--- config.mk ---
export PLATFORM = sky130hd
export DESIGN_NAME = accel_ctrl
export DESIGN_NICKNAME = d
export VERILOG_FILES = /design/src/rtl/accel_pkg.sv /design/src/rtl/accel_lock.sv /design/src/rtl/accel_tag.sv /design/src/rtl/accel_cfg.sv /design/src/rtl/accel_ctrl.sv
export SDC_FILE = /design/constraint.sdc
export NUM_CORES = 1
export LEC_CHECK = 0
export ABC_AREA = 1
export BUFFER_PORTS_ARGS = -buffer_cell sky130_fd_sc_hd__buf_2
export CAP_MARGIN = 10
export CELL_PAD_IN_SITES_DETAIL_PLACEMENT = 0
export CELL_PAD_IN_SITES_GLOBAL_PLACEMENT = 2
export CORE_AREA = 4 4 106 83
export DETAILED_ROUTE_END_ITERATION = 16
export DIE_AREA = 0 0 110 87
export PLACE_DENSITY_LB_ADDON = 0.15
export SLEW_MARGIN = 10
export SYNTH_ARGS = -nofsm -noshare
export SYNTH_HDL_FRONTEND = slang
export SYNTH_SLANG_ARGS = --single-unit
--- constraint.sdc ---
create_clock -name clk -period 2.2 [get_ports clk]
set_input_delay 0.44 -clock clk [delete_from_list [all_inputs] [get_ports clk]]
set_output_delay 0.44 -clock clk [all_outputs]
set_load 0.05 [all_outputs]
--- src/rtl/accel_pkg.sv ---
package accel_pkg;
  localparam int DW = 8;
  localparam int AW = 3;
  localparam int SPW = DW / 2;

  localparam logic [AW-1:0] OFS_COLD = 3'd0;
  localparam logic [AW-1:0] OFS_OPT  = 3'd1;
  localparam logic [AW-1:0] OFS_KEY  = 3'd2;
  localparam logic [AW-1:0] OFS_STAT = 3'd3;
  localparam logic [AW-1:0] OFS_SLOT = 3'd4;
  localparam logic [AW-1:0] OFS_SPD  = 3'd5;
  localparam logic [AW-1:0] OFS_TAGX = 3'd6;
  localparam logic [AW-1:0] OFS_TAGR = 3'd7;

  localparam logic [3:0] KEY_OPEN = 4'h5;
  localparam logic [3:0] KEY_SHUT = 4'hA;
endpackage

--- src/rtl/accel_lock.sv ---
module accel_lock
  import accel_pkg::*;
#(
  parameter int KEY_WRITES = 4
) (
  input  logic          clk,
  input  logic          rst,
  input  logic          wr_i,
  input  logic [AW-1:0] addr_i,
  input  logic [3:0]    key_i,
  output logic          locked_o,
  output logic          kill_o
);
  localparam int CW = $clog2(KEY_WRITES);
  localparam logic [CW-1:0] LAST = CW'(KEY_WRITES - 1);

  logic [CW-1:0] cnt_q;
  logic          locked_q;
  logic          key_hit;
  logic          open_hit;
  logic          shut_hit;

  assign key_hit  = wr_i && (addr_i == OFS_KEY);
  assign open_hit = key_hit && (key_i == KEY_OPEN);
  assign shut_hit = key_hit && (key_i == KEY_SHUT);
  assign kill_o   = key_hit && !locked_q && !open_hit && !shut_hit;
  assign locked_o = locked_q;

  always_ff @(posedge clk) begin
    if (rst) begin
      locked_q <= 1'b1;
      cnt_q    <= '0;
    end else if (wr_i) begin
      if (locked_q) begin
        if (open_hit) begin
          if (cnt_q == LAST) begin
            locked_q <= 1'b0;
            cnt_q    <= '0;
          end else begin
            cnt_q <= cnt_q + 1'b1;
          end
        end else begin
          cnt_q <= '0;
        end
      end else if (shut_hit) begin
        locked_q <= 1'b1;
        cnt_q    <= '0;
      end
    end
  end

  // last matching write opens the file
  a_r1_unlock: assert property (@(posedge clk) disable iff (rst)
    (locked_q && open_hit && cnt_q == LAST) |=> !locked_q);
  // a non-matching write while locked restarts the count
  a_r1_break: assert property (@(posedge clk) disable iff (rst)
    (wr_i && locked_q && !open_hit) |=> (cnt_q == '0 && locked_q));
  // shut key locks
  a_r3_relock: assert property (@(posedge clk) disable iff (rst)
    (!locked_q && shut_hit) |=> locked_q);
  // reset leaves the file locked with a clear count
  a_r11_rst: assert property (@(posedge clk)
    rst |=> (locked_q && cnt_q == '0));
endmodule

--- src/rtl/accel_tag.sv ---
module accel_tag
  import accel_pkg::*;
#(
  parameter logic [DW-1:0] TRASH_TAG = 8'h00
) (
  input  logic          clk,
  input  logic          rst,
  input  logic          tag_we_i,
  input  logic [DW-1:0] tag_d_i,
  input  logic          rd_clr_i,
  input  logic          rd_trash_i,
  output logic [DW-1:0] tag_o,
  output logic          upd_o
);
  logic [DW-1:0] tag_q;
  logic          upd_q;
  logic          trash_q;

  always_ff @(posedge clk) begin
    if (rst) begin
      tag_q   <= '0;
      upd_q   <= 1'b0;
      trash_q <= 1'b0;
    end else begin
      if (tag_we_i) begin
        tag_q   <= trash_q ? TRASH_TAG : tag_d_i;
        upd_q   <= 1'b1;
        trash_q <= 1'b0;
      end else if (rd_clr_i) begin
        upd_q <= 1'b0;
      end
      if (rd_trash_i) trash_q <= 1'b1;
    end
  end

  assign tag_o = tag_q;
  assign upd_o = upd_q;

  // a tag write raises the flag
  a_r9_set: assert property (@(posedge clk) disable iff (rst)
    tag_we_i |=> upd_q);
  // reading offset 7 clears the flag
  a_r9_clr: assert property (@(posedge clk) disable iff (rst)
    (rd_clr_i && !tag_we_i) |=> !upd_q);
  // an armed tag write stores the trash value
  a_r9_trash: assert property (@(posedge clk) disable iff (rst)
    (tag_we_i && trash_q) |=> (tag_q == TRASH_TAG));
endmodule

--- src/rtl/accel_cfg.sv ---
module accel_cfg
  import accel_pkg::*;
#(
  parameter logic [4:0]    DEF_OPT  = 5'b00000,
  parameter logic [DW-1:0] DEF_SLOT = 8'h00
) (
  input  logic           clk,
  input  logic           rst,
  input  logic           pwr_rst,
  input  logic           wr_en_i,
  input  logic [AW-1:0]  addr_i,
  input  logic [DW-1:0]  wdata_i,
  input  logic           kill_i,
  input  logic [SPW-1:0] sw_speed_i,
  output logic [4:0]     opt_o,
  output logic [DW-1:0]  slot_o,
  output logic [SPW-1:0] speed_o,
  output logic           card_en_o,
  output logic           warm_o
);
  logic [4:0]     opt_q;
  logic [DW-1:0]  slot_q;
  logic [SPW-1:0] speed_q;
  logic           card_q;
  logic           cold_q;
  logic           warm_q;

  always_ff @(posedge clk) begin
    if (pwr_rst || (rst && cold_q)) begin
      opt_q   <= DEF_OPT;
      slot_q  <= DEF_SLOT;
      speed_q <= sw_speed_i;
      warm_q  <= 1'b0;
      cold_q  <= 1'b0;
      card_q  <= 1'b1;
    end else if (rst) begin
      warm_q <= 1'b1;
      card_q <= 1'b1;
    end else begin
      if (kill_i) card_q <= 1'b0;
      if (wr_en_i) begin
        case (addr_i)
          OFS_COLD: cold_q  <= 1'b1;
          OFS_OPT:  opt_q   <= wdata_i[DW-1:DW-5];
          OFS_STAT: card_q  <= 1'b1;
          OFS_SLOT: slot_q  <= wdata_i;
          OFS_SPD:  speed_q <= wdata_i[DW-1:DW-SPW];
          default:  ;
        endcase
      end
    end
  end

  assign opt_o     = opt_q;
  assign slot_o    = slot_q;
  assign speed_o   = speed_q;
  assign card_en_o = card_q;
  assign warm_o    = warm_q;

  // speed write loads the upper nibble
  a_r5_speed: assert property (@(posedge clk) disable iff (rst || pwr_rst)
    (wr_en_i && addr_i == OFS_SPD) |=> (speed_q == $past(wdata_i[DW-1:DW-SPW])));
  // disable code turns the card off
  a_r4_kill: assert property (@(posedge clk) disable iff (rst || pwr_rst)
    kill_i |=> !card_q);
  // warm reset keeps the settings
  a_r10_warm: assert property (@(posedge clk)
    (rst && !pwr_rst && !cold_q) |=> (warm_q && $stable(speed_q) && $stable(slot_q)));
  // cold reset reloads defaults
  a_r10_cold: assert property (@(posedge clk)
    pwr_rst |=> (!warm_q && slot_q == DEF_SLOT && opt_q == DEF_OPT));
endmodule

--- src/rtl/accel_ctrl.sv ---
module accel_ctrl
  import accel_pkg::*;
#(
  parameter int            KEY_WRITES = 4,
  parameter logic [DW-1:0] OPEN_BUS   = 8'hFF,
  parameter logic [DW-1:0] TRASH_TAG  = 8'h00,
  parameter logic [1:0]    CACHE_SZ   = 2'b11,
  parameter logic          MODEL_GS   = 1'b1,
  parameter logic [4:0]    DEF_OPT    = 5'b00000,
  parameter logic [DW-1:0] DEF_SLOT   = 8'h00
) (
  input  logic           clk,
  input  logic           rst,
  input  logic           pwr_rst,
  input  logic [AW-1:0]  bus_addr,
  input  logic           bus_rd,
  input  logic           bus_wr,
  input  logic [DW-1:0]  bus_wdata,
  output logic [DW-1:0]  rdata,
  input  logic [SPW-1:0] sw_speed_i,
  input  logic           dma_i,
  input  logic           ms_clk_i,
  input  logic           delay_i,
  input  logic           rombank_i,
  input  logic [DW-1:0]  bank_i,
  input  logic           tag_we_i,
  input  logic [DW-1:0]  tag_d_i,
  output logic [SPW-1:0] speed_o,
  output logic [4:0]     opt_o,
  output logic [DW-1:0]  slot_en_o,
  output logic           card_en_o,
  output logic           ann_en_o,
  output logic           delay_rst_o
);
  logic          any_rst;
  logic          locked;
  logic          kill;
  logic          warm;
  logic          tag_upd;
  logic [DW-1:0] tag_val;
  logic          rd_open;
  logic          rd_q;

  assign any_rst = rst || pwr_rst;
  assign rd_open = bus_rd && !locked;

  accel_lock #(.KEY_WRITES(KEY_WRITES)) u_lock (
    .clk(clk), .rst(any_rst), .wr_i(bus_wr), .addr_i(bus_addr),
    .key_i(bus_wdata[DW-1:DW-4]), .locked_o(locked), .kill_o(kill)
  );

  accel_cfg #(.DEF_OPT(DEF_OPT), .DEF_SLOT(DEF_SLOT)) u_cfg (
    .clk(clk), .rst(rst), .pwr_rst(pwr_rst), .wr_en_i(bus_wr && !locked),
    .addr_i(bus_addr), .wdata_i(bus_wdata), .kill_i(kill),
    .sw_speed_i(sw_speed_i), .opt_o(opt_o), .slot_o(slot_en_o),
    .speed_o(speed_o), .card_en_o(card_en_o), .warm_o(warm)
  );

  accel_tag #(.TRASH_TAG(TRASH_TAG)) u_tag (
    .clk(clk), .rst(any_rst), .tag_we_i(tag_we_i), .tag_d_i(tag_d_i),
    .rd_clr_i(rd_open && bus_addr == OFS_TAGR),
    .rd_trash_i(rd_open && bus_addr == OFS_TAGX),
    .tag_o(tag_val), .upd_o(tag_upd)
  );

  always_ff @(posedge clk) begin
    if (any_rst) begin
      rdata       <= OPEN_BUS;
      delay_rst_o <= 1'b0;
      rd_q        <= 1'b0;
    end else begin
      delay_rst_o <= bus_wr;
      rd_q        <= bus_rd;
      if (bus_rd) begin
        if (locked) begin
          rdata <= OPEN_BUS;
        end else begin
          case (bus_addr)
            OFS_OPT:  rdata <= {opt_o, warm, dma_i, MODEL_GS};
            OFS_KEY:  rdata <= {speed_o, {(DW-SPW){1'b1}}};
            OFS_STAT: rdata <= {ms_clk_i, tag_upd, opt_o[4], !card_en_o,
                                delay_i, rombank_i, CACHE_SZ};
            OFS_SLOT: rdata <= slot_en_o;
            OFS_SPD:  rdata <= bank_i;
            OFS_TAGX: rdata <= tag_val;
            OFS_TAGR: rdata <= tag_val;
            default:  rdata <= OPEN_BUS;
          endcase
        end
      end
    end
  end

  assign ann_en_o = locked;

  // locked reads float
  a_r2_open: assert property (@(posedge clk) disable iff (any_rst)
    (bus_rd && locked) |=> (rdata == OPEN_BUS));
  // locked writes off the key offset leave settings alone
  a_r2_ignore: assert property (@(posedge clk) disable iff (any_rst)
    (bus_wr && locked && bus_addr != OFS_KEY) |=>
      ($stable(speed_o) && $stable(slot_en_o) && $stable(opt_o)));
  // each write pulses the delay restart
  a_r12_pulse: assert property (@(posedge clk) disable iff (any_rst)
    bus_wr |=> delay_rst_o);
  // read data holds without a strobe
  a_r13_hold: assert property (@(posedge clk) disable iff (any_rst)
    (!bus_rd && !rd_q) |=> $stable(rdata));
endmodule

==> results of run 1 <==
[cell type report]
cell class / count / area, um2 / share of cell area (%)
clock buffers: 6 / 72.6 / 2.75
inverters: 44 / 166 / 6.31
well taps: 105 / 131 / 4.98
flip-flops and latches: 42 / 881 / 33.4
repair buffers: 70 / 355 / 13.5
clock inverters: 2 / 10.0 / 0.380
multi-input cells: 216 / 1020 / 38.7
[report_power, final]
| group | leakage (nW) | switching, W | internal (W) | total [W] |
|---|---|---|---|---|
| Clock | 0.0450 | 0.000276 | 0.000221 | 0.000496 |
| Sequential | 0.348 | 0.00000768 | 0.000786 | 0.000794 |
| Combinational | 0.889 | 0.000124 | 0.0000599 | 0.000184 |
| Total | 1.28 | 0.000408 | 0.00107 | 0.00147 |
[worst max path at each step]
stage                                            end  slack (ns)  depth (start not counted)
after floorplan                rdata[1]$_SDFFE_PP1P_        0.73                          8
after global placement         rdata[5]$_SDFFE_PP1P_        0.57                         10
after detailed placement  u_cfg.speed_o[0]$_DFFE_PP_        0.58                          5
after CTS                                   ann_en_o        0.61                          1
after global routing           rdata[1]$_SDFFE_PP1P_        0.54                          8
final                                       ann_en_o        0.62                          1
[cells by family after synthesis]
group / count (synthesis)
AO/OA/AOI/OAI: 52
adder cells (fa/ha/maj): 1
buffers and inverters: 51
flip-flops: 42
AND/OR/NAND/NOR: 163
[metrics by stage]
step                hold WS [ns]  power (W)  worst slack, ns  area, um2
global route               0.377    0.00155            0.542       2640
finish                     0.364    0.00147            0.618       2640
CTS                        0.356    0.00150            0.612       2640
floorplan                  0.442   0.000917            0.729       2100
global placement           0.466    0.00100            0.571       2550
detailed placement         0.462   0.000998            0.582       2550
[metal layers]
layer / vias to the layer above / global-route usage [%] / part of all wire [%]
met5: - / 0 / 0
met4: 0 / 3.40 / 0.45
met3: 2 / 3.78 / 5.2
met2: 48 / 21.2 / 42
met1: 924 / 20.2 / 52
li1: 1104 / - / -
[cells in the mapped netlist (all sizes together)]
cell type  number
nand4           3
clkinv          2
inv            42
o21ai          25
a21oi          19
or2             8
dfxtp          38
nand2          87
o22ai           7
edfxtp          4
o211ai          1
nor2           55
ha              1
nand3           8
nor3            2
clkbuf          3
buf             4
[flip-flops by register name (all words and copies together) (netlist names), 2 cells and up]
register,count
rdata,8
u_cfg.opt_o,5
u_cfg.slot_o,8
u_cfg.speed_o,4
u_lock.cnt_q,2
u_tag.tag_o,8
==> run metrics, run 1 <==
Setup violations, final=0; status=finished, final reports clean; most common cell after layout, fill and taps aside=nand2_1; global route overflow=0; clk sinks=42; hold buffer count at cts=0; mean post-synth cell area=6.80 um2; fin util=34.0%; First-pass DRT Iterations=5; Synth Area in Simple Gates=34.8%; final hold vios=0; cell taking the most area after synthesis=dfxtp_1; Die W=110 um; CP delay by family, top=flip-flops; first-pass GRT wire length=10300 um; WHS Path Cells=3; final max-slew violation count=0; I/O pins=69; area of the core=about 7700 um2; critical path data arrival time=around 1.1 ns; IO Port Bufs=68; H-tree levels=2; multiplexer share of the synthesized area=0%; buffer depth of the longest clock path=2; adder-cell share of the synthesized area=less than 1%; clock-pin slew on the worst setup and hold paths=about 0.08 ns; combinational family with the most area after synthesis=simple AND/OR/NAND/NOR gates; area delta synth->final=25.4%; Nets=between 400 and 500; Synth Instances=between 300 and 400; root buf cell=clkbuf_8; Syn Nets=351; Crit-path slowest cell=dfxtp_1; fmax=between 600 and 700 MHz; Wirelength per Cell=13.4 um; Iter 0 DRT Violations=83; Resize count post-CTS=0; Final ANT Viol Nets=0; worst r2r dst=rdata[1]$_SDFFE_PP1P_; Distinct cells, synth=31; leakage=1.28 nW; initial antenna violation count=0; Non-Filler Instances=485; setup tns final=0 ns; filler cell count=between 900 and 1000; initial core utilization=27.1%; # diodes=0; layout cells sized above 1=27.4%; Critical path origin=u_lock.locked_o$_SDFFE_PP1P_; Crit. End Element=primary output; Post-CTS Setup Inserts=0; number of remaining DRC errors=0; RePlAce Congestion=0.793; crit-path max cell delay=0.52 ns; site row count=28; vias post-DR=around 2100; Tcrit/Tclk final=71.9%; DP HPWL=5170 um; Fin Clk Skew=about 0.0070 ns; Setup crit start kind=flip-flop; worst hold path class=input port to flip-flop; minimum clock period=~1.6 ns; worst vdd ir=0.000180 V; sequential area share after synthesis=41.9%; post-synthesis xor/xnor area fraction=0%; Slew HR=71.3%; Synth Area in Compound Gates=around an eighth; hold wc startpoint=bus_wdata[0]; post-synth top area share=36.2%; WL final=6510 um; main area contributors after synthesis=dfxtp_1, nand2_1, nor2_1; GRT Total Usage=14.2%; Reg-to-Reg Start=u_lock.locked_o$_SDFFE_PP1P_; number of global-route vias before repair=2066; critical setup path kind=flip-flop to primary output; FF+latch count, synth=42; Die ar.=9570 um2; later-pin clock latency in the skew report=0.29 ns; Worst-Margin Slew=0.429 ns; Hold Path Sink=u_cfg.slot_o[0]$_SDFFE_PN0P_; Worst Path Max Fanout=5; CTS Buf Count=5; CTS tree=built; CP Cell Sequence=buf_2; reg-to-reg setup timing slack=0.70 ns; Die Ht=between 80 and 90 um; via count normalized by instance count=around 4.3; unrepaired setup endpoints after global routing=no; worst endpoint required time=about 1.8 ns; Mapped Area=2100 um2; Yosys warning count=0; WP buf/inv=1; most frequent cells in the layout=nand2_1, buf_2, nor2_1; max-cap viol count=0; largest net degree at the start of global routing=15; depth of the most critical reg-to-reg path=8; placed cells=477; pwr/cell area=559 nW/um2
No activity file was read; power rests on OpenSTA's default activity.
==> run 2, diff against run 1 <==
--- a/config.mk
+++ b/config.mk
@@ -5,14 +5,14 @@
 export SDC_FILE = /design/constraint.sdc
 export NUM_CORES = 1
 export LEC_CHECK = 0
-export ABC_AREA = 1
+export ABC_AREA = 0
 export BUFFER_PORTS_ARGS = -buffer_cell sky130_fd_sc_hd__buf_2
 export CAP_MARGIN = 10
 export CELL_PAD_IN_SITES_DETAIL_PLACEMENT = 0
 export CELL_PAD_IN_SITES_GLOBAL_PLACEMENT = 2
-export CORE_AREA = 4 4 106 83
+export CORE_AREA = 4 4 104 81
 export DETAILED_ROUTE_END_ITERATION = 16
-export DIE_AREA = 0 0 110 87
+export DIE_AREA = 0 0 108 85
 export PLACE_DENSITY_LB_ADDON = 0.15
 export SLEW_MARGIN = 10
 export SYNTH_ARGS = -nofsm -noshare
==> constraint.sdc (replaced) <==
create_clock -name clk -period 1.5 [get_ports clk]
set_input_delay 0.3 -clock clk [delete_from_list [all_inputs] [get_ports clk]]
set_output_delay 0.3 -clock clk [all_outputs]
set_load 0.05 [all_outputs]
==> run metrics, run 2 <==
status=finished, final reports clean; Die ar.=9180 um2; CTS tree=built; RePlAce Congestion=0.750; Nets=348; post-synthesis xor/xnor area fraction=0%; number of global-route vias before repair=1847; adder-cell share of the synthesized area=0.619%; most frequent cells in the layout=buf_2, dfxtp_1, nor2_1; depth of the most critical reg-to-reg path=5; main area contributors after synthesis=dfxtp_1, mux2i_1, edfxtp_1; Crit. End Element=flip-flop; WL final=6250 um; most common cell after layout, fill and taps aside=buf_2; Tcrit/Tclk final=94.5%; worst vdd ir=0.000457 V; worst r2r dst=u_cfg.slot_o[2]$_SDFFE_PN0P_; combinational family with the most area after synthesis=simple AND/OR/NAND/NOR gates; clock-pin slew on the worst setup and hold paths=roughly 0.090 ns; Final ANT Viol Nets=0; Post-CTS Setup Inserts=0; Crit-path slowest cell=nor4bb_1; GRT Total Usage=14.0%; Reg-to-Reg Start=u_lock.locked_o$_SDFFE_PP1P_; unrepaired setup endpoints after global routing=no; fmax=about 710 MHz; Post-DP Area=2590 um2; EDFF count, synth=4; number of remaining DRC errors=0; Wirelength per Cell=~15 um; hold buffer count at cts=0; initial core utilization=27.6%; layout cells sized above 1=35.8%; H-tree levels=2; minimum clock period=1.42 ns; fin area=2700 um2; setup slack at placement=-0.140 ns; worst endpoint required time=1.69 ns; final max-slew violation count=0; Worst-Margin Slew=between 0.6 and 0.7 ns; clk sinks=42; first-pass GRT wire length=10000 um; Fin Clk Skew=0.00784 ns; IO Port Bufs=slightly below 70; Slew HR=58.0%; # diodes=0; Synth Flop Type=dfxtp_1; leakage=1.18 nW; Sequential Area=885 um2; initial antenna violation count=0; Distinct cells, synth=45; FFs w/ async S/R, synth=0%; WHS Path Cells=3; post-synth top area share=37.6%; vias post-DR=1916; filler cell count=a little over 800; root buf cell=clkbuf_8; critical path data arrival time=1.61 ns; Hold Path Sink=u_tag.tag_o[4]$_SDFFE_PP0P_; CP Cell Sequence=buf_2 > nor4bb_1 > buf_4 > nor2b_1 > a211oi_1 > o2bb2ai_1; hold_ws=0.230 ns; via count normalized by instance count=4.70; First-pass DRT Iterations=4; global route overflow=0; Die Ht=85 um; mean post-synth cell area=8.95 um2; largest net degree at the start of global routing=21; later-pin clock latency in the skew report=0.29 ns; DP HPWL=4920 um; cell taking the most area after synthesis=dfxtp_1; Worst Path Max Fanout=2; critical setup path kind=input port to flip-flop; Yosys warning count=0; max-cap viol count=0; CTS Buf Count=5; setup ws final=0.0819 ns; buffer depth of the longest clock path=2; sequential area share after synthesis=between 40% and 50%; Synth Area in Compound Gates=16.2%; hold wc startpoint=tag_d_i[4]; area delta synth->final=33.7%; Mapped Area=2020 um2; Die W=108 um; Syn Nets=268; Iter 0 DRT Violations=between 50 and 60; worst hold path class=input port to flip-flop; Setup violations, final=0; I/O pins=69; setup tns final=0 ns; Synth Instances=226; Synth Area in Simple Gates=23.9%; Post-synth top cells=dfxtp_1, nor2_1, a21oi_1; final hold vios=0; multiplexer share of the synthesized area=11.3%; combined area of the multi-input logic cells=approximately 1100 um2; Resize count post-CTS=0; pwr/cell area=857 nW/um2; reg-to-reg setup timing slack=0.13 ns; area of the core=7330 um2; count leader, synth=dfxtp_1; site row count=27; Setup crit start kind=input port; crit-path max cell delay=0.57 ns; FF+latch count, synth=42
==> run 2: changes by cell type after synthesis, moves of 6 or more <==
cell,before,now
buf_2,1,7
inv_1,37,3
mux2_2,0,7
mux2i_1,0,15
nand2_1,84,16
nor2_1,48,28
nor2b_1,0,12
o21ai_0,18,8
o21ai_1,7,0
o22ai_1,7,0
==> run 2: worst max path at each step <==
stage / start / endpoint / slack [ns] / cells past startpoint
2_1_floorplan: u_lock.locked_o$_SDFFE_PP1P_ / u_cfg.speed_o[0]$_DFFE_PP_ / -0.03 / 3
3_3_place_gp: bus_wdata[4] / u_lock.cnt_q[1]$_SDFFE_PP0P_ / -0.11 / 6
3_5_place_dp: bus_wdata[4] / u_lock.cnt_q[1]$_SDFFE_PP0P_ / -0.14 / 6
4_1_cts: u_lock.locked_o$_SDFFE_PP1P_ / u_cfg.slot_o[1]$_SDFFE_PN0P_ / 0.11 / 5
5_1_grt: u_lock.locked_o$_SDFFE_PP1P_ / u_cfg.slot_o[2]$_SDFFE_PN0P_ / 0.02 / 5
6_report: bus_wdata[4] / u_lock.cnt_q[1]$_SDFFE_PP0P_ / 0.08 / 6
==> run 2: report_power, final <==
| part | switching [W] | internal (W) | total, W |
|---|---|---|---|
| Combinational | 0.000174 | 0.000131 | 0.000305 |
| Sequential | 0.0000115 | 0.00115 | 0.00116 |
| Clock | 0.000418 | 0.000432 | 0.000851 |
| Total | 0.000604 | 0.00171 | 0.00232 |
==> run 2: cells by family after synthesis <==
kind of cell,after synthesis
mux,22
simple gates,90
buf+inv,19
fa+ha+maj,1
flops,42
compound gates,52
==> run 2: layer usage <==
| metal | track usage, % | up-vias | wire (um) |
|---|---|---|---|
| li1 | - | 975 | - |
| met1 | 20.5 | 891 | 3150 |
| met2 | 20.7 | 48 | 2690 |
| met3 | 3.65 | 2 | 387 |
| met4 | 2.75 | 0 | 30 |
| met5 | 0 | - | 0 |
==> run 2: final cells by class <==
cell class	instances	share of cell area, %
timing repair buffer	88	19.1
clock buffer	6	3.47
multi-input combinational	165	39.0
sequential	42	32.7
tap	101	4.68
inverter	4	0.556
clock inverter	2	0.509
==> run 2: worst max-delay path: cells and delay by family <==
family | cells | cell delay (ns)
AOI/OAI and AO/OA | 2 | 0.22
buffers and inverters | 2 | 0.34
and+or+nand+nor | 2 | 0.75
==> run 2: metrics by stage <==
step	util (%)	power [W]	cells
2_1_floorplan	-	0.00134	226
3_3_place_gp	35.4	0.00150	400
3_5_place_dp	35.4	0.00150	400
4_1_cts	36.9	0.00236	408
5_1_grt	36.9	0.00245	408
6_report	36.9	0.00232	408
